===== config.mk =====
export PLATFORM = sky130hd
export DESIGN_NAME = irq_vector_resolver
export DESIGN_NICKNAME = d
export VERILOG_FILES = /design/src/rtl/irqr_pkg.sv /design/src/rtl/irqr_lsb_encoder.sv /design/src/rtl/irqr_shortcut_xlate.sv /design/src/rtl/irq_vector_resolver.sv
export SDC_FILE = /design/constraint.sdc
export NUM_CORES = 1
export LEC_CHECK = 0
export BUFFER_PORTS_ARGS = -buffer_cell sky130_fd_sc_hd__buf_2
export CORE_UTILIZATION = 45
export CTS_CLUSTER_SIZE = 16
export DETAILED_ROUTE_END_ITERATION = 8
export PLACE_DENSITY_LB_ADDON = 0.12
export SETUP_SLACK_MARGIN = 0.3
export SYNTH_ARGS = -nofsm -noshare
export SYNTH_HDL_FRONTEND = slang
export SYNTH_SLANG_ARGS = --single-unit

===== constraint.sdc =====
create_clock -name clk_i -period 2.2 [get_ports clk_i]
set_input_delay 0.33 -clock clk_i [delete_from_list [all_inputs] [get_ports clk_i]]
set_output_delay 0.33 -clock clk_i [all_outputs]
set_load 0.005 [all_outputs]

===== src/rtl/irqr_pkg.sv =====
package irqr_pkg;

    // Sentinel vector meaning "no source pending"
    localparam int unsigned NO_VECTOR_VAL = 255;

    // Which priority level produced a result
    typedef enum logic [1:0] {
        SRC_NONE  = 2'd0,
        SRC_SHORT = 2'd1,
        SRC_BANK1 = 2'd2,
        SRC_BANK2 = 2'd3
    } src_e;

    // Registered state of the resolver
    typedef struct packed {
        logic [7:0] vector;
        logic       valid;
        src_e       src;
    } resolve_t;

    // Alias targets for the shortcut bits above the basic sources,
    // indexed by (bit - 10)
    function automatic logic [7:0] alias_target(input logic [3:0] slot);
        logic [7:0] r;
        case (slot)
            4'd0:    r = 8'd7;
            4'd1:    r = 8'd9;
            4'd2:    r = 8'd10;
            4'd3:    r = 8'd18;
            4'd4:    r = 8'd19;
            4'd5:    r = 8'd53;
            4'd6:    r = 8'd54;
            4'd7:    r = 8'd55;
            4'd8:    r = 8'd56;
            4'd9:    r = 8'd57;
            4'd10:   r = 8'd62;
            default: r = 8'hFF;
        endcase
        return r;
    endfunction

endpackage


===== src/rtl/irqr_lsb_encoder.sv =====
// Lowest-set-bit priority encoder built from one-hot isolation and OR trees.
module irqr_lsb_encoder #(
    parameter int unsigned WIDTH = 32,
    localparam int unsigned IDX_W = (WIDTH > 1) ? $clog2(WIDTH) : 1
) (
    input  logic [WIDTH-1:0] req_i,
    output logic             found_o,
    output logic [IDX_W-1:0] idx_o
);

    logic [WIDTH-1:0] lowest_onehot;

    // Positions whose index has bit b set
    function automatic logic [WIDTH-1:0] sel_mask(input int unsigned b);
        logic [WIDTH-1:0] m;
        for (int unsigned i = 0; i < WIDTH; i++) begin
            m[i] = ((i >> b) & 1) != 0;
        end
        return m;
    endfunction

    always_comb begin
        lowest_onehot = req_i & (~req_i + WIDTH'(1));
    end

    assign found_o = |req_i;

    for (genvar b = 0; b < int'(IDX_W); b++) begin : g_idx_bit
        localparam logic [WIDTH-1:0] SEL = sel_mask(b);
        assign idx_o[b] = |(lowest_onehot & SEL);
    end

endmodule


===== src/rtl/irqr_shortcut_xlate.sv =====
// First priority level: masked shortcut bits of the basic word, translated.
module irqr_shortcut_xlate
    import irqr_pkg::*;
#(
    parameter int unsigned          PEND_W        = 32,
    parameter int unsigned          VEC_W         = 8,
    parameter int unsigned          BASIC_BASE    = 64,
    parameter int unsigned          NUM_BASIC     = 8,
    parameter int unsigned          ALIAS_LO      = 10,
    parameter logic [PEND_W-1:0]    SHORTCUT_MASK = 32'h001F_FCFF,
    localparam int unsigned         IDX_W         = $clog2(PEND_W)
) (
    input  logic [PEND_W-1:0] basic_i,
    output logic              hit_o,
    output logic [VEC_W-1:0]  vector_o
);

    logic [PEND_W-1:0] eligible;
    logic [IDX_W-1:0]  win_idx;
    logic              win_found;
    logic [IDX_W-1:0]  alias_slot;

    assign eligible = basic_i & SHORTCUT_MASK;

    irqr_lsb_encoder #(
        .WIDTH (PEND_W)
    ) u_short_enc (
        .req_i   (eligible),
        .found_o (win_found),
        .idx_o   (win_idx)
    );

    assign alias_slot = win_idx - IDX_W'(ALIAS_LO);

    always_comb begin
        vector_o = VEC_W'(NO_VECTOR_VAL);
        if (win_found) begin
            if (int'(win_idx) < int'(NUM_BASIC)) begin
                vector_o = VEC_W'(BASIC_BASE) + VEC_W'(win_idx);
            end else begin
                vector_o = VEC_W'(alias_target(alias_slot[3:0]));
            end
        end
    end

    assign hit_o = win_found;

endmodule


===== src/rtl/irq_vector_resolver.sv =====
// Two-level interrupt vector resolver with a registered result.
module irq_vector_resolver
    import irqr_pkg::*;
#(
    parameter int unsigned       PEND_W        = 32,
    parameter int unsigned       VEC_W         = 8,
    parameter int unsigned       NUM_BANKS     = 2,
    parameter int unsigned       BASIC_BASE    = 64,
    parameter logic [PEND_W-1:0] SHORTCUT_MASK = 32'h001F_FCFF
) (
    input  logic              clk_i,
    input  logic              rst_ni,
    input  logic              sample_i,
    input  logic [PEND_W-1:0] basic_pend_i,
    input  logic [PEND_W-1:0] bank1_pend_i,
    input  logic [PEND_W-1:0] bank2_pend_i,
    output logic [VEC_W-1:0]  vector_o,
    output logic              valid_o
);

    localparam int unsigned IDX_W = $clog2(PEND_W);
    localparam logic [VEC_W-1:0] NONE = VEC_W'(NO_VECTOR_VAL);

    logic [PEND_W-1:0] bank_word  [NUM_BANKS];
    logic              bank_found [NUM_BANKS];
    logic [IDX_W-1:0]  bank_idx   [NUM_BANKS];
    logic [VEC_W-1:0]  bank_vec   [NUM_BANKS];

    logic              short_hit;
    logic [VEC_W-1:0]  short_vec;

    resolve_t state_d, state_q;

    assign bank_word[0] = bank1_pend_i;
    assign bank_word[1] = bank2_pend_i;

    irqr_shortcut_xlate #(
        .PEND_W        (PEND_W),
        .VEC_W         (VEC_W),
        .BASIC_BASE    (BASIC_BASE),
        .SHORTCUT_MASK (SHORTCUT_MASK)
    ) u_shortcut (
        .basic_i  (basic_pend_i),
        .hit_o    (short_hit),
        .vector_o (short_vec)
    );

    for (genvar g = 0; g < int'(NUM_BANKS); g++) begin : g_bank
        irqr_lsb_encoder #(
            .WIDTH (PEND_W)
        ) u_bank_enc (
            .req_i   (bank_word[g]),
            .found_o (bank_found[g]),
            .idx_o   (bank_idx[g])
        );
        assign bank_vec[g] = VEC_W'(g * PEND_W) + VEC_W'(bank_idx[g]);
    end

    always_comb begin
        state_d = state_q;
        if (sample_i) begin
            if (short_hit) begin
                state_d.vector = short_vec;
                state_d.src    = SRC_SHORT;
            end else if (bank_found[0]) begin
                state_d.vector = bank_vec[0];
                state_d.src    = SRC_BANK1;
            end else if (bank_found[1]) begin
                state_d.vector = bank_vec[1];
                state_d.src    = SRC_BANK2;
            end else begin
                state_d.vector = NONE;
                state_d.src    = SRC_NONE;
            end
            state_d.valid = (state_d.vector != NONE);
        end
    end

    always_ff @(posedge clk_i or negedge rst_ni) begin
        if (!rst_ni) begin
            state_q.vector <= NONE;
            state_q.valid  <= 1'b0;
            state_q.src    <= SRC_NONE;
        end else begin
            state_q <= state_d;
        end
    end

    assign vector_o = state_q.vector;
    assign valid_o  = state_q.valid;

endmodule


==> impl_metrics.tcl <==
set metrics [dict create \
    outcome "finished with violations" \
    violations "negative setup slack" \
    netlist_instances 249 \
    relSlewSlack_pct 67.93 \
    syn_area_um2 1719 \
    fillers 277 \
    wl_per_cell_um 14.27 \
    p_leak_nw 1.273 \
    total_power_mw 0.7648 \
    fin_area_um2 2918 \
    grt_max_degree 18 \
    crit_buf_inv 1 \
    ys_seq_area_share_pct 13.68 \
    place_congestion 0.9183 \
    ys.flop_type "dfstp_2" \
    clockBufferDepth 2 \
    max_cap_viol_count 0 \
    final_layout_size_suffix_gt1_share_pct 50.89 \
    hold_path.class "in -> reg" \
    rsz0062_at_grt "true" \
    synth_edf_count 0 \
    cts_htree_levels 1 \
    synth_compound_area_share_pct 31.95 \
    layout.cells.non_filler 443 \
    crit_path_top_delay_cell "or4_4" \
    drtIter0Drc 120 \
    avgSynthCellArea_um2 6.904 \
    tightest_slew_ns 0.4767 \
    ys_ff_latch 9 \
    core_um2 3661 \
    clk_pin_slew_ns 0.04 \
    whs_ns 0.4819 \
    seqCellArea_um2 235.2 \
    critPathMaxStageDelay_ns 0.55 \
    dp_slack_ns -0.4425 \
    synth_nets 355 \
    cts_sinks 9 \
    antenna_cells 0 \
    post-route-period-util_pct 107.2 \
    fin_nets 502 \
    grt_pass1_wl_mm 9.252 \
    skew_ns 0 \
    multi_input_area_um2 1634 \
    grt_use_total_pct 27.25 \
    cts-buffers-inserted 3 \
    clock_latency_ns 0.23 \
    tritoncts "built" \
    critPathArrivalTime_ns 2.47 \
    yosysWarnings 0 \
    max_clock_freq_mhz 424.1 \
    cts_root_buf "clkbuf_8" \
    final_util_pct 79.70 \
    cp-end-kind "flop" \
    synthSimpleGateAreaFrac_pct 41.63 \
    crit_chain "buf_6, or4_4, a21oi_4, nor3_4, nor2_4, ha_4, xor2_4, mux2i_2, a2bb2oi_2, o211a_1, o21bai_1" \
    drtPass1Iterations 4 \
    routed_wl_mm 6.321 \
    io_pins 108 \
    cp_max_fo 5 \
    p_per_area_nw_per_um2 262.1 \
    critPathTopFamily "simple AND/OR/NAND/NOR gates" \
    antenna_found_initial 0 \
    period_needed_ns 2.358 \
    hpwl_mm 4.522 \
    drcViolationCount 0 \
    post-place-cells 433 \
    port_buffers 94 \
    crit_path_start_kind "input port" \
    syn_to_final_growth_pct 69.72 \
    grt_pass1_vias 2301 \
    synth_adder_area_share_pct 5.095 \
    ir_worst_vdd_mv 0.2197 \
    crit_type "in -> reg" \
    synth_top_family_by_area "simple AND/OR/NAND/NOR gates" \
    die_w_um 63.81 \
    viasPerCell 5.702 \
    finalSetupViolations 6 \
    num_vias 2526 \
    postPlaceCellArea_um2 2604 \
    required_ns 2.31 \
    hold_violations 0 \
    drv_slew 0 \
    synth_mux_area_share_pct 1.456 \
    die_area_um2 4072 \
    tns_ns -0.6705 \
    synthDistinctLibCells 52 \
    grt-ovfl-total 0 \
    num_rows 22 \
    synth_xor_area_share_pct 1.601 \
    async_flop_share_pct 100.0 \
    timing.final.ws_setup_ns -0.1578 \
    final_antenna_net_count 0 \
    initial_core_util_pct 46.96 \
    die_h_um 63.81 \
]
==> worst min-delay path, stage by stage <==
cell and delay [ns]:
buf_2 0.09, buf_4 0.20, a21oi_1 0.09
==> Yosys cell counts, types with 3 or more instances <==
cell	number	area (um^2)
nor2_1	47	176.4
a21oi_1	23	115.1
inv_1	19	71.32
nand2_1	18	67.56
o21ai_0	16	80.08
nor4_1	15	93.84
nor3_1	13	65.06
dfstp_2	8	210.2
ha_1	7	87.58
nand3_1	6	30.03
a31oi_1	5	31.28
o31ai_1	5	37.54
o32ai_1	5	43.79
a221oi_1	4	35.03
nor2b_1	4	25.02
a211oi_1	3	22.52
a32oi_1	3	26.28
nor4_4	3	63.81
o21bai_1	3	22.52
or4_1	3	22.52
==> worst paths after layout <==
check / slack, ns / cells past startpoint / startpoint / endpoint
max in group asynchronous: 1.45 / 2 / rst_ni / vector_o[3]$_DFFE_PN1P_
worst max register to register: 1.40 / 1 / vector_o[1]$_DFFE_PN1P_ / vector_o[1]$_DFFE_PN1P_
min in group asynchronous: 0.51 / 2 / rst_ni / valid_o$_DFFE_PN0P_
worst min register to register: 0.49 / 2 / vector_o[4]$_DFFE_PN1P_ / vector_o[4]$_DFFE_PN1P_
worst min-delay path: 0.48 / 3 / sample_i / vector_o[4]$_DFFE_PN1P_
worst max-delay path: -0.16 / 11 / basic_pend_i[13] / valid_o$_DFFE_PN0P_
==> layout by cell type, fill, tap and decap left out, drive strengths merged, types with 7 or more instances in the layout <==
cell	count
buf	143
nor2	47
a21oi	23
nor4	20
nand2	19
inv	19
o21ai	16
nor3	14
dfstp	8
ha	7
==> what timing repair did <==
item	CTS	global route
endpoints found under the setup margin	9	9
buffers inserted	1	4
hold buffers	1	0
pin swaps	5	16
resized for setup	14	30
hold endpoints to repair	1	0
==> sequential cells by signal, indices dropped and copies added (netlist names) <==
name      flops
valid_o       1
vector_o      8
==> power by group <==
part,internal (mW),leakage [nW],switching (mW),total (mW)
sequential,0.184,0.0925,0.00664,0.191
clock,0.126,0.0228,0.0624,0.188
combinational,0.187,1.16,0.198,0.385
total,0.498,1.27,0.267,0.765
==> cell families after synthesis <==
logic type,after synthesis
fa+ha+maj,7
xor+xnor,1
flops,9
simple gates,127
buf+inv,21
mux,2
compound gates,82
==> metal layers <==
layer  vias up  GRT usage, %  share of wire, %
met5         -             0                 0
met4         0         3.409               1.8
met3        12         1.786               3.9
met2        78         54.12                54
met1      1174         32.06                40
li1       1262             -                 -
==> cell type report <==
type / instances / share of cell area [%]
multi-input cells: 219 / 56.00
repair buffers: 144 / 29.89
flip-flops and latches: 9 / 8.062
inverters: 19 / 2.444
well taps: 48 / 2.058
clock buffers: 4 / 1.544
Power figures use the tool's default switching activity.
